==> config.mk <==
export PLATFORM = sky130hd
export DESIGN_NAME = ea_gen
export DESIGN_NICKNAME = d
export VERILOG_FILES = /design/src/rtl/ea_pkg.sv /design/src/rtl/ea_disp_scale.sv /design/src/rtl/ea_sum.sv /design/src/rtl/ea_align_chk.sv /design/src/rtl/ea_gen.sv
export SDC_FILE = /design/constraint.sdc
export NUM_CORES = 1
export LEC_CHECK = 0
export BUFFER_PORTS_ARGS = -buffer_cell sky130_fd_sc_hd__clkbuf_2
export CAP_MARGIN = 20
export CELL_PAD_IN_SITES_DETAIL_PLACEMENT = 1
export CELL_PAD_IN_SITES_GLOBAL_PLACEMENT = 1
export CORE_UTILIZATION = 23
export DETAILED_ROUTE_END_ITERATION = 8
export PLACE_DENSITY = 0.56
export SYNTH_ARGS = -nofsm -noshare
export SYNTH_HDL_FRONTEND = slang
export SYNTH_HIERARCHICAL = 1
export SYNTH_SLANG_ARGS = --single-unit
==> constraint.sdc <==
create_clock -name clk -period 1.1 [get_ports clk]
set_clock_uncertainty 0.05 [all_clocks]
set_input_delay 0.055 -clock clk [delete_from_list [all_inputs] [get_ports clk]]
set_output_delay 0.055 -clock clk [all_outputs]
set_load 0.02 [all_outputs]
==> src/rtl/ea_pkg.sv <==
package ea_pkg;

  typedef enum logic [2:0] {
    AM_IND    = 3'd0,
    AM_POSTINC = 3'd1,
    AM_PREDEC = 3'd2,
    AM_REGDISP = 3'd3,
    AM_REGR0  = 3'd4,
    AM_GBRDISP = 3'd5,
    AM_GBRR0  = 3'd6,
    AM_PCDISP = 3'd7
  } amode_e;

  typedef enum logic [1:0] {
    OS_BYTE = 2'd0,
    OS_WORD = 2'd1,
    OS_LONG = 2'd2,
    OS_RSV  = 2'd3
  } osize_e;

  // log2 of operand bytes; the reserved code behaves as a longword
  function automatic logic [1:0] size_shift(input logic [1:0] sz);
    return (sz == OS_RSV) ? 2'd2 : sz;
  endfunction

endpackage

==> src/rtl/ea_disp_scale.sv <==
module ea_disp_scale #(
  parameter int ADDR_W  = 32,
  parameter int DISP_W  = 8,
  parameter int SHORT_W = 4
) (
  input  logic [2:0]        mode,
  input  logic [1:0]        size,
  input  logic [DISP_W-1:0] disp,
  output logic [ADDR_W-1:0] offset
);
  import ea_pkg::*;

  logic [ADDR_W-1:0] zext;

  always_comb begin
    zext = '0;
    if (mode == AM_REGDISP) begin
      zext[SHORT_W-1:0] = disp[SHORT_W-1:0];
    end else begin
      zext[DISP_W-1:0] = disp;
    end
    offset = zext << size_shift(size);
  end

endmodule

==> src/rtl/ea_sum.sv <==
module ea_sum #(
  parameter int ADDR_W = 32
) (
  input  logic [2:0]        mode,
  input  logic [1:0]        size,
  input  logic [ADDR_W-1:0] base,
  input  logic [ADDR_W-1:0] r0,
  input  logic [ADDR_W-1:0] gbr,
  input  logic [ADDR_W-1:0] pc,
  input  logic [ADDR_W-1:0] offset,
  output logic [ADDR_W-1:0] ea,
  output logic [ADDR_W-1:0] wb_val,
  output logic              auto_mod
);
  import ea_pkg::*;

  localparam logic [ADDR_W-1:0] PC_BIAS = ADDR_W'(4);

  logic [ADDR_W-1:0] step;
  logic [ADDR_W-1:0] pc_base;
  logic [ADDR_W-1:0] opnd_a;
  logic [ADDR_W-1:0] opnd_b;

  always_comb begin
    step    = ADDR_W'(1) << size_shift(size);
    pc_base = pc;
    if (size_shift(size) == 2'd2) begin
      pc_base[1:0] = 2'b00;
    end
    opnd_a   = base;
    opnd_b   = '0;
    auto_mod = 1'b0;
    unique case (mode)
      AM_IND:     begin opnd_a = base; opnd_b = '0; end
      AM_POSTINC: begin opnd_a = base; opnd_b = '0; auto_mod = 1'b1; end
      AM_PREDEC:  begin opnd_a = base; opnd_b = -step; auto_mod = 1'b1; end
      AM_REGDISP: begin opnd_a = base; opnd_b = offset; end
      AM_REGR0:   begin opnd_a = base; opnd_b = r0; end
      AM_GBRDISP: begin opnd_a = gbr;  opnd_b = offset; end
      AM_GBRR0:   begin opnd_a = gbr;  opnd_b = r0; end
      AM_PCDISP:  begin opnd_a = pc_base + PC_BIAS; opnd_b = offset; end
      default:    begin opnd_a = base; opnd_b = '0; end
    endcase
    ea = opnd_a + opnd_b;
    if (mode == AM_POSTINC) begin
      wb_val = base + step;
    end else begin
      wb_val = ea;
    end
  end

endmodule

==> src/rtl/ea_align_chk.sv <==
module ea_align_chk #(
  parameter int ADDR_W = 32,
  parameter int N_SIZES = 3
) (
  input  logic [1:0]        size,
  input  logic [ADDR_W-1:0] ea,
  output logic              misalign
);
  import ea_pkg::*;

  logic [N_SIZES-1:0] bad_for;

  genvar g;
  generate
    for (g = 0; g < N_SIZES; g++) begin : g_sz
      if (g == 0) begin : g_byte
        assign bad_for[g] = 1'b0;
      end else begin : g_wide
        assign bad_for[g] = |ea[g-1:0];
      end
    end
  endgenerate

  assign misalign = bad_for[size_shift(size)];

endmodule

==> src/rtl/ea_gen.sv <==
module ea_gen #(
  parameter int ADDR_W  = 32,
  parameter int DISP_W  = 8,
  parameter int SHORT_W = 4
) (
  input  logic              clk,
  input  logic              rst_n,
  input  logic              in_valid,
  input  logic [2:0]        in_mode,
  input  logic [1:0]        in_size,
  input  logic [ADDR_W-1:0] in_base,
  input  logic [ADDR_W-1:0] in_r0,
  input  logic [ADDR_W-1:0] in_gbr,
  input  logic [ADDR_W-1:0] in_pc,
  input  logic [DISP_W-1:0] in_disp,
  output logic              out_valid,
  output logic [ADDR_W-1:0] out_ea,
  output logic              out_wb_en,
  output logic [ADDR_W-1:0] out_wb_val,
  output logic              out_misalign
);

  logic [ADDR_W-1:0] offset;
  logic [ADDR_W-1:0] ea_d;
  logic [ADDR_W-1:0] wb_d;
  logic              auto_mod;
  logic              bad_d;

  logic              vld_q;
  logic [ADDR_W-1:0] ea_q;
  logic [ADDR_W-1:0] wb_q;
  logic              wben_q;
  logic              bad_q;

  logic              wben_d;
  logic              cap_en;

  ea_disp_scale #(.ADDR_W(ADDR_W), .DISP_W(DISP_W), .SHORT_W(SHORT_W)) u_scale (
    .mode   (in_mode),
    .size   (in_size),
    .disp   (in_disp),
    .offset (offset)
  );

  ea_sum #(.ADDR_W(ADDR_W)) u_sum (
    .mode     (in_mode),
    .size     (in_size),
    .base     (in_base),
    .r0       (in_r0),
    .gbr      (in_gbr),
    .pc       (in_pc),
    .offset   (offset),
    .ea       (ea_d),
    .wb_val   (wb_d),
    .auto_mod (auto_mod)
  );

  ea_align_chk #(.ADDR_W(ADDR_W)) u_align (
    .size     (in_size),
    .ea       (ea_d),
    .misalign (bad_d)
  );

  always_comb begin
    cap_en = in_valid;
    wben_d = auto_mod & ~bad_d;
  end

  always_ff @(posedge clk or negedge rst_n) begin
    if (!rst_n) begin
      vld_q <= 1'b0;
    end else begin
      vld_q <= in_valid;
    end
  end

  always_ff @(posedge clk or negedge rst_n) begin
    if (!rst_n) begin
      ea_q   <= '0;
      wb_q   <= '0;
      wben_q <= 1'b0;
      bad_q  <= 1'b0;
    end else if (cap_en) begin
      ea_q   <= ea_d;
      wb_q   <= wb_d;
      wben_q <= wben_d;
      bad_q  <= bad_d;
    end
  end

  assign out_valid    = vld_q;
  assign out_ea       = ea_q;
  assign out_wb_en    = wben_q;
  assign out_wb_val   = wb_q;
  assign out_misalign = bad_q;

endmodule

==> summary.md, run 1 <==
| Metric | Value |
|---|---|
| Status | complete, but fails checks |
| Failing checks | setup timing |
| MaxCap Viol Count | 0 |
| Layout cells sized above 1 | between 50% and 60% |
| Rows | 66 |
| EDFF count, synth | 0 |
| Critical path type | in2reg |
| Worst EP required | 1290 ps |
| I/O pin count | approximately 210 |
| Post-synth top flop | dfrtp_1 |
| Die Y | about 180 um |
| 1st-iter DRT viols | 298 |
| Crit-path max cell delay | between 300 and 400 ps |
| Largest net degree at the start of global routing | 31 |
| Distinct cells, synth | ~70 |
| Final Setup Violations | 66 |
| Global route total overflow | 0 |
| Placed cells | around 1800 |
| Slew @ Worst Pin | between 500 and 600 ps |
| Max_slew headroom | between 60% and 70% |
| Setup TNS | -119960 ps |
| Worst setup margin | -2413 ps |
| GPL Wtd Cong | 0.8744 |
| Sequential share of power | between 20 and 25% |
| RSZ-0062 raised after global routing | true |
| CTS Buf Count | 9 |
| Post-Syn Instances | approximately 930 |
| Tmin final | between 3000 and 4000 ps |
| Clk pwr share | 15.9% |
| Residual DRC count | 0 |
| Sw Ratio | between 30% and 40% |
| CTS Buffer Depth | 2 |
| H-Tree Depth | 3 |
| Vias in the first global route | 9242 |
| First-pass GRT wire length | between 50000 and 60000 um |
| TritonRoute pass-1 iters | 4 |
| Fraction of registers with async set/reset | 100.0% |
| Area Overhead vs Synth | 76.47% |
| Worst Setup End Kind | register |
| CP Max Fanout | 6 |
| Final Hold Fails | 0 |
| Max VDD drop | about 0.55 mV |
| Initial antenna violation count | 1 |
| Routed WL | ~35000 um |
| Yosys reg bits | between 60 and 70 |
| Power Density | 1373 nW/um2 |
| Worst path cell trace | clkbuf_16, ha_4, nand4_1, buf_4, nor2_4, nand2_1, xor2_1, a21oi_1, a22o_1, a22o_1, ha_4, buf_6, nand4_1, o211ai_1, buf_4, a31oi_4, o41ai_4, buf_4, a211oi_4, o21ai_2, nor3b_4, o31ai_2, mux2_2 |
| Placed cell area | 11490 um2 |
| Startpoint Class | input pin |
| # clock sinks | 67 |
| Clock-pin slew on the worst setup and hold paths | about 60 ps |
| Register Area | 1677 um2 |
| LEAKAGE | 6.392 nW |
| Clk Latency, worst-skew pair | roughly 350 ps |
| Worst path most repeated cell | buf_4 |
| HP Class | in2reg |
| Post-DP HPWL | between 20000 and 30000 um |
| Core area | roughly 33000 um2 |
| Logic pwr share | a little over three fifths |
| Part of the Yosys area used for sequential elements | a little over a fifth |
| Nets@finish | about 1600 |
| Buffers on Ports | 210 |
| Synth Area per Inst | just over 8 um2 |
| Antenna-violating nets left | 0 |
| Design area | 13540 um2 |
| Max-slew violations | 0 |
| Initial Utilization | between 20% and 30% |
| Critical-path top delay cell | ha_4 |
| WP data arrival | roughly 3700 ps |
| GRT Total Usage | approximately a fifth |
| DIE AREA | 34090 um2 |
| Fmax | around 0.28 GHz |
| Routed vias/inst | 4.804 |
| Root buffer cell | clkbuf_16 |
| Finished Layout Cells | around 1900 |
| Area of the multi-input gates | slightly below 7000 um2 |
| WHS | 20.62 ps |
| Internal power | 11.21 mW |
| Die span in x | between 150 and 200 um |
| WL/cell | between 15 and 20 um |
| Vias | about 9000 |
| P_sw | roughly 7.4 mW |
| YS warnings | 6 |
| Crit share post-route | 319.4% |
| Crit-path leading delay family | compound AO/OA/AOI/OAI gates |
| TritonCTS clock tree | built |
| Syn Std Cell Area | 7672 um2 |
| Buf/Inv on CP | 5 |
| R2r setup slk | about 240 ps |
| Fillers | 3857 |
-- state kept, by name, indices dropped and copies added (netlist names) --
signal,cells
out_ea,32
out_valid,1
out_wb_val,32
out_wb_en,1
out_misalign,1
-- synth_stat cells, types with 31 or more instances --
cell type | number | area share (%)
nand3_1 | 31 | 2.0
xnor2_1 | 40 | 4.6
mux2_2 | 41 | 6.0
dfrtp_1 | 67 | 22
clkbuf_1 | 41 | 2.0
xor2_1 | 40 | 4.6
a22o_1 | 36 | 4.1
nor2_1 | 85 | 4.2
o21ai_0 | 56 | 3.7
a21oi_1 | 70 | 4.6
ha_1 | 36 | 5.9
nand2_1 | 81 | 4.0
-- layout make-up --
class / count / share of cell area, %
antenna: 1 / 0.01848
sequential: 67 / 12.38
inverter: 26 / 0.8687
clock buffer: 11 / 1.793
multi-input combinational: 781 / 50.72
tap: 442 / 4.085
timing repair buffer: 549 / 29.75
clock inverter: 5 / 0.3881
-- metrics by stage --
stage	utilization (%)	power, mW	worst slack (ps)
2_1_floorplan	-	9.309	-2523
3_3_place_gp	35.14	13.47	-2901
3_5_place_dp	35.14	13.62	-3059
4_1_cts	39.20	17.90	-2319
5_1_grt	41.40	19.77	-2573
6_report	41.40	18.59	-2413
-- timing repair --
action,CTS,global route
gates cloned,2,2
endpoints found under the setup margin,66,66
hold buffers,1,0
endpoints found under the hold margin,58,0
resized for setup,168,146
buffers inserted,36,28
pin swaps,90,82
-- cell families after synthesis --
logic type      after synthesis  share of synthesized area (%)
mux                          77                          12.54
other cells                   2                        0.09788
compound gates              277                          25.39
simple gates                286                          17.86
xor+xnor                     80                          9.133
buf+inv                     104                          6.735
flops                        67                          21.85
fa+ha+maj                    38                          6.393
-- worst paths after layout --
kind                           startpoint              to  cells past startpoint
hold reg to reg            out_wb_val[14]  out_wb_val[14]                      1
min in group asynchronous           rst_n       out_ea[7]                      2
max in group asynchronous           rst_n      out_ea[22]                      3
hold / removal                   in_valid      out_ea[10]                      2
setup reg to reg           out_wb_val[29]  out_wb_val[29]                      1
setup / recovery                 in_pc[2]  out_wb_val[31]                     23
-- routing by layer --
layer | GRT usage (%) | up-vias | share of wire [%]
met5 | 0 | - | 0
met4 | 5.719 | 0 | 2.2
met3 | 3.537 | 44 | 4.9
met2 | 32.57 | 218 | 46
met1 | 27.78 | 4395 | 47
li1 | - | 4385 | -
-- placed cells by master, fill, tap and decap left out, types with 11 or more instances in the layout --
| cell | count |
|---|---|
| buf_4 | 283 |
| clkbuf_2 | 197 |
| nand2_1 | 70 |
| dfrtp_1 | 67 |
| nor2_1 | 66 |
| mux2_4 | 59 |
| buf_6 | 49 |
| a21oi_1 | 43 |
| xor2_1 | 35 |
| a22o_1 | 35 |
| o221a_2 | 30 |
| xnor2_1 | 26 |
| a21oi_2 | 25 |
| conb_1 | 23 |
| nand3_1 | 23 |
| o21ai_0 | 22 |
| inv_1 | 21 |
| o21ai_1 | 19 |
| ha_1 | 19 |
| nand4_1 | 17 |
| a21o_1 | 16 |
| ha_4 | 16 |
| o21ai_2 | 15 |
| clkbuf_16 | 12 |
| buf_12 | 11 |
| and3_1 | 11 |
-- power groups by stage --
| stage | Sequential [mW] | Combinational, mW | Clock (mW) |
|---|---|---|---|
| after floorplan | 5.07 | 4.23 | 0 |
| after global placement | 4.05 | 9.43 | 0 |
| after detailed placement | 4.05 | 9.57 | 0 |
| after CTS | 4.02 | 10.8 | 3.09 |
| after global routing | 4.13 | 12.5 | 3.18 |
| final | 4.01 | 11.6 | 2.95 |
No activity file was read; power rests on OpenSTA's default activity.
==> run 2, diff against run 1 <==
--- a/config.mk
+++ b/config.mk
@@ -10,7 +10,10 @@
 export CELL_PAD_IN_SITES_DETAIL_PLACEMENT = 1
 export CELL_PAD_IN_SITES_GLOBAL_PLACEMENT = 1
 export CORE_UTILIZATION = 23
+export CTS_CLUSTER_DIAMETER = 30
 export DETAILED_ROUTE_END_ITERATION = 8
+export GPL_ROUTABILITY_DRIVEN = 0
+export MAX_ROUTING_LAYER = met4
 export PLACE_DENSITY = 0.56
 export SYNTH_ARGS = -nofsm -noshare
 export SYNTH_HDL_FRONTEND = slang
==> run 2 against run 1 <==
- the flow still finishes with violations (setup timing)
- worst setup slack lost 91 ps
- sequential power is essentially flat
- highest routed layer unchanged
- register-to-register slack about the same
- fmax is 2.5% lower
- via count barely moved
- sequential share of layout area is essentially flat
==> summary.md, run 2 (synthesis gave the netlist of run 1 again) <==
| Metric | Value |
|---|---|
| Nets@finish | around 1600 |
| Crit share post-route | 327.6% |
| GRT Total Usage | about a fifth |
| Slew @ Worst Pin | 529.4 ps |
| Max VDD drop | 0.6237 mV |
| Residual DRC count | 0 |
| Crit-path max cell delay | 400 ps |
| WL/cell | 19.07 um |
| Worst hold stages | 2 |
| Worst EP required | roughly 1300 ps |
| RSZ-0062 raised after global routing | true |
| Layout cells sized above 1 | between 50% and 60% |
| Critical path type | in2reg |
| Placed cell area | 11400 um2 |
| Antenna-violating nets left | 0 |
| Fillers | just under 4000 |
| Worst setup margin | -2504 ps |
| Crit-path leading delay family | compound AO/OA/AOI/OAI gates |
| Critical-path top delay cell | or3_1 |
| Initial antenna violation count | 1 |
| Clock-pin slew on the worst setup and hold paths | 70 ps |
| Startpoint Class | input pin |
| WP depth | 19 |
| Worst path cell trace | buf_6, nand4_1, nor4_4, and2_4, buf_4, xnor2_1, a21oi_1, a22o_1, a22o_1, ha_4, a21oi_2, o21ai_2, a221oi_2, inv_1, a21oi_2, a31oi_1, or3_1, a31o_2, mux2_4 |
| Most common cell after layout, fill and taps aside | buf_4 |
| CTS Buf Count | 9 |
| Status | complete, but fails checks |
| Power Density | 1376 nW/um2 |
| Post-layout util | 41.31% |
| Die Y | 184.6 um |
| Post-Place Worst Slack | -2989 ps |
| Failing checks | setup timing |
| First-pass GRT wire length | 53470 um |
| Register Area | roughly 1700 um2 |
| Design area | roughly 14000 um2 |
| H-Tree Depth | 3 |
| Final Setup Violations | 66 |
| HP Class | in2reg |
| Post-DP HPWL | 28090 um |
| Largest net degree at the start of global routing | 31 |
| R2R depth | 1 |
| Max_slew headroom | 63.79% |
| I/O pin count | about 210 |
| Vias in the first global route | 9346 |
| Die span in x | between 150 and 200 um |
| Rows | 66 |
| TritonCTS clock tree | built |
| MaxCap Viol Count | 0 |
| Commonest non-fill, non-tap cells in the layout | 282 x buf_4, 198 x clkbuf_2, 71 x nand2_1 |
| Worst Setup End Kind | register |
| DIE AREA | ~34000 um2 |
| Root buffer cell | clkbuf_16 |
| Buffers on Ports | 210 |
| WP data arrival | between 3000 and 4000 ps |
| Area of the multi-input gates | 6774 um2 |
| LEAKAGE | approximately 6.4 nW |
| Routed vias/inst | 4.802 |
| Max-slew violations | 0 |
| Clk Latency, worst-skew pair | around 350 ps |
| Fmax | ~0.28 GHz |
| CP Max Fanout | 3 |
| TritonRoute pass-1 iters | 5 |
| 1st-iter DRT viols | 351 |
| Area Overhead vs Synth | 76.06% |
| Core area | about 33000 um2 |
| Buf/Inv on CP | 3 |
| Initial Utilization | 23.46% |
| CTS Buffer Depth | 2 |
| Global route total overflow | 0 |
| # clock sinks | 67 |
| Final Hold Fails | 0 |
| Vias | a little over 9000 |
| Tmin final | 3604 ps |
| Routed WL | between 30000 and 40000 um |
| Pwr Total | 18.59 mW |
[run 2: power breakdown]
| part | internal [mW] | switching (mW) |
|---|---|---|
| Clock | 1.86 | 1.13 |
| Sequential | 3.41 | 0.598 |
| Combinational | 5.99 | 5.61 |
[run 2: worst paths after layout]
| path | start | endpoint | slack, ps |
|---|---|---|---|
| max | in_pc[12] | out_wb_val[30] | -2500 |
| min | in_valid | out_ea[12] | 50 |
| max reg2reg | out_wb_val[29] | out_wb_val[29] | 230 |
| min reg2reg | out_wb_val[8] | out_wb_val[8] | 460 |
| max in group asynchronous | rst_n | out_wb_val[4] | 380 |
| min in group asynchronous | rst_n | out_ea[9] | 90 |
[run 2: cell type report]
type	count	share of cell area (%)
clock buffers	13	1.927
well taps	442	4.094
clock inverters	2	0.2594
multi-input cells	781	50.15
flip-flops and latches	67	12.41
repair buffers	553	30.30
diodes	1	0.01853
inverters	26	0.8429
[run 2: through the flow]
| step | hold WS (ps) | instances | setup TNS [ps] |
|---|---|---|---|
| 2_1_floorplan | -290.6 | 952 | -111100 |
| 3_3_place_gp | -82.03 | 1811 | -148290 |
| 3_5_place_dp | -82.79 | 1811 | -151900 |
| 4_1_cts | 49.61 | 1855 | -121510 |
| 5_1_grt | 54.12 | 1885 | -133400 |
| 6_report | 49.01 | 1885 | -123870 |
[run 2: per-layer routing]
layer / vias to the layer above / share of wire, % / GRT usage, %
met5: - / 0 / -
met4: 0 / 2.3 / 5.785
met3: 40 / 4.5 / 3.280
met2: 221 / 48 / 35.12
met1: 4396 / 46 / 26.97
li1: 4394 / - / -
[run 2: repair_timing]
action,in CTS,in global routing
pin swaps,78,88
gates cloned,3,2
hold buffers,2,0
hold endpoints to repair,68,0
setup buffers,30,36
setup endpoints to repair,66,66
resized for setup,171,118
==> run 3, diff against run 2 <==
--- a/config.mk
+++ b/config.mk
@@ -10,6 +10,7 @@
 export CELL_PAD_IN_SITES_DETAIL_PLACEMENT = 1
 export CELL_PAD_IN_SITES_GLOBAL_PLACEMENT = 1
 export CORE_UTILIZATION = 23
+export CTS_BUF_LIST = sky130_fd_sc_hd__clkbuf_8
 export CTS_CLUSTER_DIAMETER = 30
 export DETAILED_ROUTE_END_ITERATION = 8
 export GPL_ROUTABILITY_DRIVEN = 0
==> run 3 against run 2 <==
- the flow still finishes with violations (setup timing)
- power is 3.3% lower
- routed wire length is 0.28% higher
- non-clock buffer count is 8 higher
- fmax is 3.2% higher
- sequential share of layout area hardly changed
- clock-buffer cell count is 2 lower
- combinational power hardly changed
- core utilization is 0.096 points higher
- critical endpoint unchanged
==> summary.md, run 3 (synthesis gave the netlist of run 1 again) <==
| Metric | Value |
|---|---|
| Status | complete, but fails checks |
| Failing checks | setup timing |
| RR Startpoint | out_wb_val[31] |
| Nets@finish | about 1600 |
| Post-layout util | between 40% and 50% |
| Worst EP required | approximately 1300 ps |
| Final Hold Fails | 0 |
| Slew @ Worst Pin | 529.3 ps |
| Crit-path max cell delay | between 300 and 400 ps |
| Root buffer cell | clkbuf_8 |
| First-pass GRT wire length | roughly 54000 um |
| Critical path type | in2reg |
| Commonest non-fill, non-tap cells in the layout | 284 x buf_4, 190 x clkbuf_2, 72 x nand2_1 |
| Layout cells sized above 1 | around three fifths |
| WHS | roughly 18 ps |
| Most common cell after layout, fill and taps aside | buf_4 |
| WP data arrival | roughly 3700 ps |
| GRT Total Usage | roughly 22% |
| Initial antenna violation count | 1 |
| Startpoint Class | input pin |
| End of the critical path | out_wb_val[30] |
| Critical path startpoint | in_pc[2] |
| Worst path cell trace | clkbuf_16, buf_6, nand3_4, nor3_2, xnor2_1, a21oi_1, o22ai_1, a21oi_1, ha_1, buf_4, nand4_1, a21oi_2, a211o_1, buf_6, o21ai_4, a211o_1, a31oi_1, or3_1, a31o_2, mux2_4 |
| Worst setup margin | -2392 ps |
| TritonRoute pass-1 iters | 5 |
| Antenna-violating nets left | 0 |
| Routed vias/inst | about 4.8 |
| Worst Setup End Kind | register |
| CTS Buf Count | 9 |
| Routed WL | 36050 um |
| Die Y | 184.6 um |
| Crit share post-route | 317.4% |
| Max_slew headroom | 63.80% |
| MaxCap Viol Count | 0 |
| Power Density | between 1000 and 1500 nW/um2 |
| Max-slew violations | 0 |
| CTS Buffer Depth | 2 |
| # clock sinks | 67 |
| Residual DRC count | 0 |
| LEAKAGE | approximately 6.4 nW |
| Tmin final | approximately 3500 ps |
| Fillers | 3883 |
| Fmax | ~0.29 GHz |
| TritonCTS clock tree | built |
| Clock-pin slew on the worst setup and hold paths | about 90 ps |
| Post-DP HPWL | 28090 um |
| Core area | 32700 um2 |
| Vias in the first global route | ~9500 |
| R2R depth | 2 |
| Largest net degree at the start of global routing | 31 |
| Area Overhead vs Synth | 76.47% |
| Vias | just over 9000 |
| I/O pin count | roughly 210 |
| Worst hold stages | 2 |
| Clk Latency, worst-skew pair | between 300 and 400 ps |
| Critical-path top delay cell | or3_1 |
| FF-to-FF End | out_wb_val[31] |
| H-Tree Depth | 3 |
| 1st-iter DRT viols | about 400 |
| Final Setup Violations | between 60 and 70 |
| Global route total overflow | 0 |
| CP Max Fanout | 7 |
| Buffers on Ports | 210 |
| RSZ-0062 raised after global routing | true |
| Die span in x | 184.6 um |
| DIE AREA | between 30000 and 40000 um2 |
| Rows | 66 |
| WL/cell | around 19 um |
| R2r setup slk | approximately 120 ps |
| Initial Utilization | 23.46% |
| Max VDD drop | a little over 0.6 mV |
| HP Class | in2reg |
## run 3: cell count changes in the layout (fill, tap and decap cells not counted), sizes merged
| cell | change |
|---|---|
| buf | +17 |
| clkinvlp | +1 |
| clkbuf | -10 |
| inv | +1 |
| bufbuf | -1 |
## run 3: per-layer routing
metal / vias up / track usage (%) / share of wire [%]
met2: 228 / 35.43 / 48
li1: 4401 / - / -
met5: - / - / 0
met3: 45 / 3.715 / 5.0
met4: 0 / 6.380 / 2.2
met1: 4404 / 27.04 / 45
## run 3: what timing repair did
| action | CTS | global route |
|---|---|---|
| endpoints found under the setup margin | 69 | 72 |
| setup buffers | 46 | 26 |
| hold buffers | 2 | 0 |
| endpoints found under the hold margin | 68 | 0 |
| gates resized for setup | 218 | 92 |
| pin swaps | 65 | 50 |
| gates cloned | 2 | 0 |
## run 3: power breakdown
part	internal, mW	switching, mW
clock	1.14	1.03
combinational	6.13	5.70
sequential	3.40	0.587
total	10.7	7.31
## run 3: stage by stage
stage / total power, mW / std cells / instance area [um2] / TNS, ps / worst slack (ps)
floorplan: 9.309 / 952 / 8119 / -111100 / -2523
global placement: 13.40 / 1811 / 11400 / -148290 / -2915
detailed placement: 13.57 / 1811 / 11400 / -151900 / -2989
CTS: 17.31 / 1870 / 12970 / -114500 / -2319
global route: 19.10 / 1893 / 13540 / -127510 / -2536
finish: 17.98 / 1893 / 13540 / -118050 / -2392
## run 3: worst max-delay path: cells and delay by family
family	cells	cell delay, ps
buffers and inverters	4	530
AO/OA/AOI/OAI	9	1540
AND/OR/NAND/NOR	4	830
XOR/XNOR	1	150
multiplexers	1	250
adder cells (fa/ha/maj)	1	350
## run 3: how the worst min path moves through the flow
stage,start,endpoint,slack [ps]
2_1_floorplan,rst_n,out_ea[0],-290
3_3_place_gp,rst_n,out_ea[7],-80
3_5_place_dp,rst_n,out_ea[9],-80
4_1_cts,in_valid,out_ea[10],10
5_1_grt,in_valid,out_ea[13],20
6_report,in_valid,out_ea[12],20
## run 3: cell type report
type                    count  area, um2  share of cell area [%]
inverters                  26      117.6                  0.8687
clock inverters             4      42.54                  0.3142
repair buffers            561       4188                   30.93
diodes                      1      2.502                 0.01848
well taps                 442      553.0                   4.085
flip-flops and latches     67       1677                   12.38
clock buffers              11      151.4                   1.118
multi-input cells         781       6808                   50.28
